File: config.mk
export PLATFORM = sky130hd
export DESIGN_NAME = ir_carrier_gen
export DESIGN_NICKNAME = d
export VERILOG_FILES = /design/src/rtl/ircg_pkg.sv /design/src/rtl/ircg_regs.sv /design/src/rtl/ircg_timer.sv /design/src/rtl/ircg_wave.sv /design/src/rtl/ir_carrier_gen.sv
export SDC_FILE = /design/constraint.sdc
export NUM_CORES = 1
export LEC_CHECK = 0
export BUFFER_PORTS_ARGS = -buffer_cell sky130_fd_sc_hd__buf_2
export CAP_MARGIN = 20
export CORE_ASPECT_RATIO = 1.2
export CORE_MARGIN = 2
export CORE_UTILIZATION = 54
export CTS_BUF_LIST = sky130_fd_sc_hd__clkbuf_8
export DETAILED_ROUTE_END_ITERATION = 8
export GPL_TIMING_DRIVEN = 0
export PLACE_DENSITY_LB_ADDON = 0.3
export SLEW_MARGIN = 0
export SYNTH_ARGS = -nofsm -noshare
export SYNTH_HDL_FRONTEND = slang
export SYNTH_SLANG_ARGS = --single-unit
export TNS_END_PERCENT = 1
File: constraint.sdc
create_clock -name clk_i -period 5.42 [get_ports clk_i]
set_input_delay 1.355 -clock clk_i [delete_from_list [all_inputs] [get_ports clk_i]]
set_output_delay 1.355 -clock clk_i [all_outputs]
set_load 0.005 [all_outputs]
File: src/rtl/ircg_pkg.sv
package ircg_pkg;
  localparam int SEL_W  = 4;
  localparam int HALF_W = 7;

  typedef enum logic [1:0] {
    A_SEL    = 2'd0,
    A_RELOAD = 2'd1,
    A_COUNT  = 2'd2,
    A_CTRL   = 2'd3
  } reg_addr_e;

  localparam logic [SEL_W-1:0] SEL_FIXED = 4'd6;

  // half period in reference cycles; 0 marks the fixed-high source
  function automatic logic [HALF_W-1:0] half_len(input logic [SEL_W-1:0] code);
    case (code)
      4'd0:    half_len = 7'd1;
      4'd1:    half_len = 7'd4;
      4'd2:    half_len = 7'd8;
      4'd3:    half_len = 7'd12;
      4'd4:    half_len = 7'd64;
      4'd5:    half_len = 7'd96;
      default: half_len = 7'd0;
    endcase
  endfunction

  function automatic logic is_fixed(input logic [SEL_W-1:0] code);
    is_fixed = (code > 4'd5);
  endfunction
endpackage

File: src/rtl/ircg_regs.sv
module ircg_regs
  import ircg_pkg::*;
#(
  parameter int CNT_W = 8
) (
  input  logic             clk_i,
  input  logic             rst_ni,
  input  logic             wr_en_i,
  input  logic [1:0]       wr_addr_i,
  input  logic [CNT_W-1:0] wr_data_i,
  output logic [SEL_W-1:0] sel_o,
  output logic [CNT_W-1:0] reload_o,
  output logic             run_o,
  output logic             ld_o,
  output logic [CNT_W-1:0] ld_val_o
);
  reg_addr_e addr;
  assign addr = reg_addr_e'(wr_addr_i);

  always_ff @(posedge clk_i or negedge rst_ni) begin
    if (!rst_ni) begin
      sel_o    <= SEL_FIXED;
      reload_o <= '0;
      run_o    <= 1'b0;
    end else if (wr_en_i) begin
      case (addr)
        A_SEL:    sel_o    <= wr_data_i[SEL_W-1:0];
        A_RELOAD: reload_o <= wr_data_i;
        A_CTRL:   run_o    <= wr_data_i[0];
        default:  ;
      endcase
    end
  end

  assign ld_o     = wr_en_i && (addr == A_COUNT);
  assign ld_val_o = wr_data_i;
endmodule

File: src/rtl/ircg_timer.sv
module ircg_timer #(
  parameter int CNT_W    = 8,
  parameter int TICK_DIV = 4
) (
  input  logic             clk_i,
  input  logic             rst_ni,
  input  logic             run_i,
  input  logic             ld_i,
  input  logic [CNT_W-1:0] ld_val_i,
  input  logic [CNT_W-1:0] reload_i,
  output logic [CNT_W-1:0] cnt_o,
  output logic             gate_o,
  output logic             tick_o,
  output logic             uf_o
);
  localparam int PRE_W = (TICK_DIV > 1) ? $clog2(TICK_DIV) : 1;
  localparam logic [PRE_W-1:0] PRE_LAST = PRE_W'(TICK_DIV - 1);

  logic [PRE_W-1:0] pre_q;

  generate
    if (TICK_DIV > 1) begin : g_pre
      always_ff @(posedge clk_i or negedge rst_ni) begin
        if (!rst_ni)              pre_q <= '0;
        else if (!run_i || tick_o) pre_q <= '0;
        else                      pre_q <= pre_q + 1'b1;
      end
      assign tick_o = run_i && (pre_q == PRE_LAST);
    end else begin : g_nopre
      assign pre_q  = '0;
      assign tick_o = run_i;
    end
  endgenerate

  assign uf_o = tick_o && (cnt_o == '0) && !ld_i;

  always_ff @(posedge clk_i or negedge rst_ni) begin
    if (!rst_ni) begin
      cnt_o  <= '0;
      gate_o <= 1'b0;
    end else begin
      if (ld_i)        cnt_o <= ld_val_i;
      else if (uf_o)   cnt_o <= reload_i;
      else if (tick_o) cnt_o <= cnt_o - 1'b1;
      if (uf_o) gate_o <= ~gate_o;
    end
  end
endmodule

File: src/rtl/ircg_wave.sv
module ircg_wave
  import ircg_pkg::*;
(
  input  logic             clk_i,
  input  logic             rst_ni,
  input  logic             en_i,
  input  logic [SEL_W-1:0] sel_i,
  output logic             carr_o,
  output logic             act_fixed_o
);
  logic [SEL_W-1:0]  act_q, act_n;
  logic [HALF_W-1:0] ph_q, ph_n, half_q;
  logic              wave_q, wave_n, en_q, start;

  assign half_q      = half_len(act_q);
  assign act_fixed_o = is_fixed(act_q);
  assign start       = en_i && !en_q;

  // hand-over of the select code only at the end of a low phase
  always_comb begin
    act_n  = act_q;
    ph_n   = ph_q;
    wave_n = wave_q;
    if (start || act_fixed_o) begin
      act_n  = sel_i;
      ph_n   = '0;
      wave_n = 1'b1;
    end else if (ph_q == half_q - 1'b1) begin
      ph_n   = '0;
      wave_n = ~wave_q;
      if (!wave_q) act_n = sel_i;
    end else begin
      ph_n = ph_q + 1'b1;
    end
  end

  always_ff @(posedge clk_i or negedge rst_ni) begin
    if (!rst_ni) begin
      act_q  <= SEL_FIXED;
      ph_q   <= '0;
      wave_q <= 1'b0;
      en_q   <= 1'b0;
      carr_o <= 1'b0;
    end else begin
      act_q  <= act_n;
      ph_q   <= ph_n;
      wave_q <= wave_n;
      en_q   <= en_i;
      carr_o <= en_i && (is_fixed(act_n) || wave_n);
    end
  end
endmodule

File: src/rtl/ir_carrier_gen.sv
module ir_carrier_gen
  import ircg_pkg::*;
#(
  parameter int CNT_W    = 8,
  parameter int TICK_DIV = 4
) (
  input  logic             clk_i,
  input  logic             rst_ni,
  input  logic             wr_en_i,
  input  logic [1:0]       wr_addr_i,
  input  logic [CNT_W-1:0] wr_data_i,
  output logic [CNT_W-1:0] cnt_o,
  output logic             carr_o
);
  logic [SEL_W-1:0] sel_q;
  logic [CNT_W-1:0] reload_q, ld_val;
  logic             run_q, ld, gate_q, tick, uf, en, act_fixed;

  ircg_regs #(.CNT_W(CNT_W)) u_regs (
    .clk_i    (clk_i),
    .rst_ni   (rst_ni),
    .wr_en_i  (wr_en_i),
    .wr_addr_i(wr_addr_i),
    .wr_data_i(wr_data_i),
    .sel_o    (sel_q),
    .reload_o (reload_q),
    .run_o    (run_q),
    .ld_o     (ld),
    .ld_val_o (ld_val)
  );

  ircg_timer #(.CNT_W(CNT_W), .TICK_DIV(TICK_DIV)) u_timer (
    .clk_i   (clk_i),
    .rst_ni  (rst_ni),
    .run_i   (run_q),
    .ld_i    (ld),
    .ld_val_i(ld_val),
    .reload_i(reload_q),
    .cnt_o   (cnt_o),
    .gate_o  (gate_q),
    .tick_o  (tick),
    .uf_o    (uf)
  );

  assign en = run_q && gate_q;

  ircg_wave u_wave (
    .clk_i      (clk_i),
    .rst_ni     (rst_ni),
    .en_i       (en),
    .sel_i      (sel_q),
    .carr_o     (carr_o),
    .act_fixed_o(act_fixed)
  );
endmodule

After elaboration in Yosys (flattened, before gate mapping)
Cells that the tools add are included.
{"block": "totals", "inputBits": 13, "reg_bits": 38}
{"block": "op_classes", "n_eq_ne": 10, "add_sub_neg": 4, "magnitude_cmp": 2, "n_reduce_logical": 20, "bitwise": 2, "mux": 12}
{"cell": "$pmux 7 s6", "n": 1}
{"cell": "$mux 8", "n": 3}
{"cell": "$mux 7", "n": 2}
{"cell": "$mux 4", "n": 3}
{"cell": "$eq 4x2->1 const B", "n": 2}
{"cell": "$eq 4x3->1 const B", "n": 2}
{"cell": "$gt 4x3->1 const B", "n": 2}
{"cell": "$logic_not 8->1", "n": 1}
{"cell": "$sub 8x1->8 const B", "n": 1}
{"cell": "$add 7x1->7 const B", "n": 1}
{"cell": "$eq 7x7->1", "n": 1}
{"cell": "$logic_and 1x1->1", "n": 7}
{"cell": "$sub 7x1->7 const B", "n": 1}
{"cell": "$eq 2x2->1 const B", "n": 3}
{"cell": "$reduce_and 2->1", "n": 3}
{"cell": "$eq 4x1->1 const B", "n": 1}
{"cell": "$logic_not 4->1", "n": 1}
{"cell": "$logic_not 1->1", "n": 3}
{"cell": "$logic_or 1x1->1", "n": 3}
{"cell": "$reduce_bool 3->1", "n": 1}
{"cell": "$add 2x1->2 const B", "n": 1}
{"cell": "$eq 2x1->1 const B", "n": 1}
{"cell": "$logic_not 2->1", "n": 1}
{"cell": "$mux 1", "n": 2}
{"cell": "other kinds (2)", "n": 3}

Longest topological paths before layout
{"block": "logic_depth", "ltp_word": 9, "ltp_mapped": 9, "ltp_nobuf": 8}

Hierarchy
A second synthesis with hierarchy kept.
{"block": "hier_totals", "cells_unflattened": 189, "area_unflattened_um2": 2082.0}
{"module": "ircg_timer", "seq_area_each_um2": 275.3, "area_each_um2": 762.0, "instances": 1, "cells_per_inst": 82}
{"module": "ircg_wave", "seq_area_each_um2": 352.8, "area_each_um2": 725.7, "instances": 1, "cells_per_inst": 68}
{"module": "ircg_regs", "seq_area_each_um2": 327.8, "area_each_um2": 588.1, "instances": 1, "cells_per_inst": 38}
{"module": "ir_carrier_gen", "seq_area_each_um2": 0.0, "area_each_um2": 6.3, "instances": 1, "cells_per_inst": 1}

Worst setup path before layout
Ideal clock, no wire load.
{"block": "synth_timing", "path_type": "input to register", "startpoint": "in wr_addr_i[0]", "endpoint": "reg u_timer.cnt_o[3]", "required_ns": 5.291, "path_stages": 6, "setup_ns": 0.129, "arrival_time_ns": 2.622, "setup_slack_ns": 2.669, "n_path_buf": 1, "path_cell_list": "nand3b_1 nand3_1 or4_1 clkbuf_1 mux2i_1 o22ai_1"}
{"block": "synth_via", "elab_chain_cells": 6, "elab_cells_between_ends": 7, "classes_between": "eq/ne (1); mux (2); reduce/logical (4)"}
{"item": "start, declared", "line": "ir_carrier_gen.sv:10", "source": "input logic [1:0] wr_addr_i,"}
{"item": "$eq 2x2->1 (*)", "line": "ircg_regs.sv:35", "source": "assign ld_o = wr_en_i && (addr == A_COUNT);"}
{"item": "$logic_and 1x1->1 (*)", "line": "ircg_regs.sv:35"}
{"item": "$logic_not 1->1", "line": "ircg_timer.sv:35", "source": "assign uf_o = tick_o && (cnt_o == '0) && !ld_i;"}
{"item": "$logic_and 1x1->1", "line": "ircg_timer.sv:35"}
{"item": "$mux 8", "line": "ircg_timer.sv:43", "source": "else if (uf_o) cnt_o <= reload_i;"}
{"item": "$mux 8", "line": "ircg_timer.sv:42", "source": "if (ld_i) cnt_o <= ld_val_i;"}
{"item": "end signal, assigned", "line": "ircg_timer.sv:42"}
{"item": "end signal, assigned", "line": "ircg_timer.sv:43"}
{"item": "end signal, assigned", "line": "ircg_timer.sv:44", "source": "else if (tick_o) cnt_o <= cnt_o - 1'b1;"}
{"item": "end, declared", "line": "ircg_timer.sv:11", "source": "output logic [CNT_W-1:0] cnt_o,"}
Every way passes the cells marked *; elsewhere a longest branch is shown, timed or not.
A chain may end at the register's enable or synchronous reset.

Worst setup path after layout
{"block": "layout_timing", "startpoint": "in wr_addr_i[0]", "endpoint": "reg u_timer.cnt_o[5]"}
Same word-level chain as after synthesis.

==> run_results.csv <==
group,metric,value,unit
final_layout,post-route-util,63.7,%
cts,cts_inserted_buffers,5,
min_path,min_path_type,"flop to flop",
final_layout,drive_above_1_share,22.3,%
worst_setup_path,worst_path_max_delay_cell,"or4_1",
place,dpl.hpwl,2730,um
worst_setup_path,crit_family,"simple AND/OR/NAND/NOR gates",
pwr,leakagePower,0.000949,uW
place,place_ws,2.22,ns
logic_synthesis,yosysWarnings,0,
logic_synthesis,syn_avg_cell_area,10.7,um2
logic_synthesis,synth.largest_area_cell,"dfrtp_1",
sta,finalHoldViolations,0,
worst_setup_path,worstSetupEndpointType,"flop",
final_layout,fin_nets,222,
sta,fin_worst_skew,0.00690,ns
sta,finalSetupTns,0,ns
logic_synthesis,synth_area,1890,um2
final_layout,final_common_cell,"dfrtp_1",
logic_synthesis,synth_edf_count,0,
floorplanning,die_w,58.1,um
floorplanning,start_util,56.7,%
sta,finalCritPeriodShare,53.6,%
floorplanning,die-area,4000,um2
place,gp_congestion,0.823,
global_routing,grt_antenna_before_repair,0,
routing,antenna_left,0,
logic_synthesis,synthTopCellsByArea,"dfrtp_1 (45%), mux2_2 (8.3%), dfstp_2 (5.5%)",
sta,setup_violations,0,
worst_setup_path,start_kind,"primary input",
pwr,peakVddDrop,0.000304,V
final_layout,fill_cells,265,
sta,rsz0062_at_grt,"false",
run,cap_violations,0,
global_routing,grt.total_usage,21.3,%
sta,slew_violations,0,
sta,slew_headroom,44.5,%
sta,min_period,2.91,ns
worst_setup_path,path_cells,"buf_2, nand3b_1, nand3_1, or4_1, clkbuf_1, mux2i_1, o21ai_0",
global_routing,grt_pass1_vias,1403,
final_layout,n_antenna_cell,0,
pwr,power_density,473,nW/um2
place,dpl_cell_area,2050,um2
cts,cts_hold_buf,0,
sta,fin_ws,2.51,ns
cts,cts.clk_slew.worst_paths,0.07,ns
final_layout,fin_cells,243,
logic_synthesis,seq_area_frac_synth,50.5,%
floorplanning,num_io_pins,22,
floorplanning,std_cell_rows,23,
global_routing,grt_pass1_wl,6220,um
logic_synthesis,async_flop_share,100,%
logic_synthesis,synth_top_area_share,44.9,%
global_routing,grt_overflow,0,
place,port_buffers,21,
logic_synthesis,synth-main-ff-cell,"dfrtp_1",
routing,drt-wirelength-per-cell,15.5,um
logic_synthesis,synth_fp_nets,194,
sta,fmax,344,MHz
final_layout,final_cell_area,2130,um2
cts,cts_tree,"done",
routing,first_pass_iters,4,
cts,clkLatencyLatePin,0.29,ns
outcome,status,"completed",
cts,post_cts_buffers,0,
cts,cts_repair_resize_count,0,
routing,vias_per_cell,5.88,
final_layout,regArea,956,um2
routing,drtIter0Drc,98,
floorplanning,fp.dieH,68.9,um
final_layout,area_growth,12.2,%
place,placedCellCount,235,
global_routing,grt_start_max_net_pins,39,
worst_setup_path,cp_max_fo,8,
worst_setup_path,crit_buf_inv,2,
worst_setup_path,arrival,3.07,ns
final_layout,final_cell_mix,"dfrtp_1 (34), nor2_1 (24), buf_2 (21)",
cts,clk_path_buf_depth,2,
logic_synthesis,yosysUniqueCellTypes,37,
logic_synthesis,ys_ff_latch,38,
logic_synthesis,synthCells,177,
floorplanning,design.core.area,3340,um2
final_layout,multi_input_area,916,um2
routing,vias,1430,
cts,clock-sinks,38,
routing,wl,3760,um
routing,drc,0,
sta,tightest_slew,0.833,ns
worst_setup_path,critPathKind,"primary input to flop",
cts,cts-root-buf,"clkbuf_8",
worst_setup_path,critPathMaxStageDelay,0.52,ns
cts,h-tree-depth,2,
worst_setup_path,cp.required,5.59,ns
-- per-layer routing --
layer,vias to the layer above,GRT usage (%),wire [um]
met5,-,0,0
met4,0,9.30,69
met3,8,5.41,156
met2,39,38.2,1980
met1,698,24.0,1550
li1,685,-,-
-- registers in the layout (all words and copies together) (netlist names) --
| signal | flops |
|---|---|
| u_regs.reload_o | 8 |
| u_regs.run_o | 1 |
| u_regs.sel_o | 4 |
| u_timer.cnt_o | 8 |
| u_timer.gate_o | 1 |
| u_timer.pre_q | 2 |
| u_wave.act_q | 4 |
| u_wave.carr_o | 1 |
| u_wave.en_q | 1 |
| u_wave.ph_q | 7 |
| u_wave.wave_q | 1 |
-- path summary, 6_finish.rpt --
kind                                   from          endpoint  slack (ns)  depth (start not counted)
max                            wr_addr_i[0]  u_timer.cnt_o[5]        2.51                          7
min                        u_timer.pre_q[0]  u_timer.pre_q[0]        0.46                          1
max reg2reg                 u_wave.act_q[2]   u_wave.act_q[0]        2.61                          8
min reg2reg                u_timer.pre_q[0]  u_timer.pre_q[0]        0.46                          1
max in group asynchronous            rst_ni  u_timer.cnt_o[1]        3.73                          1
min in group asynchronous            rst_ni    u_wave.ph_q[3]        1.17                          1
-- synthesized netlist by cell type (all sizes together) (2+ instances only) --
| cell | count |
|---|---|
| or4 | 3 |
| inv | 4 |
| mux2 | 17 |
| and3 | 2 |
| nor3 | 3 |
| xnor2 | 8 |
| xor2 | 5 |
| nor2 | 24 |
| o21ai | 8 |
| dfstp | 4 |
| nand3b | 4 |
| nand2 | 13 |
| nand3 | 8 |
| nor4 | 2 |
| nor3b | 5 |
| o311ai | 2 |
| o21a | 2 |
| ha | 4 |
| clkbuf | 2 |
| mux2i | 3 |
| a21oi | 8 |
| dfrtp | 34 |
-- final cells by class --
cell class                 instances  share of cell area (%)
clock inverter                     3                   0.530
inverter                           4                   0.706
buffer                             2                   0.353
timing repair buffer              21                    4.94
clock buffer                       5                    3.24
multi-input combinational        133                    43.1
tap                               37                    2.18
sequential                        38                    45.0
-- per-stage QoR --
step / power (uW) / hold WS [ns]
floorplan: 716 / 0.416
global placement: 799 / 0.424
detailed placement: 829 / 0.454
CTS: 1010 / 0.463
global route: 1080 / 0.481
finish: 1000 / 0.457
-- worst reg2reg max path, stage by stage, from the launching register on --
cell and delay [ns]:
dfstp_2 0.36, clkbuf_1 0.18, or4_4 0.47, ha_1 0.31
xor2_1 0.14, o21ai_0 0.09, a2111o_1 0.45, o31ai_4 0.30
mux2_1 0.37
-- cells by family (layout without fill, tap and decap cells) --
group,count (synthesis),after routing,share of synthesized area [%]
simple gates,68,68,18.0
flops,38,38,50.5
compound gates,28,28,10.0
mux,20,20,11.7
xor+xnor,13,13,6.01
buf+inv,6,35,1.19
fa+ha+maj,4,4,2.64
-- power by group --
part	switching (uW)	internal (uW)	total, uW
Sequential	85.4	368	454
Combinational	192	180	372
Clock	93.4	85.7	179
(Power assumes the default switching activity.)
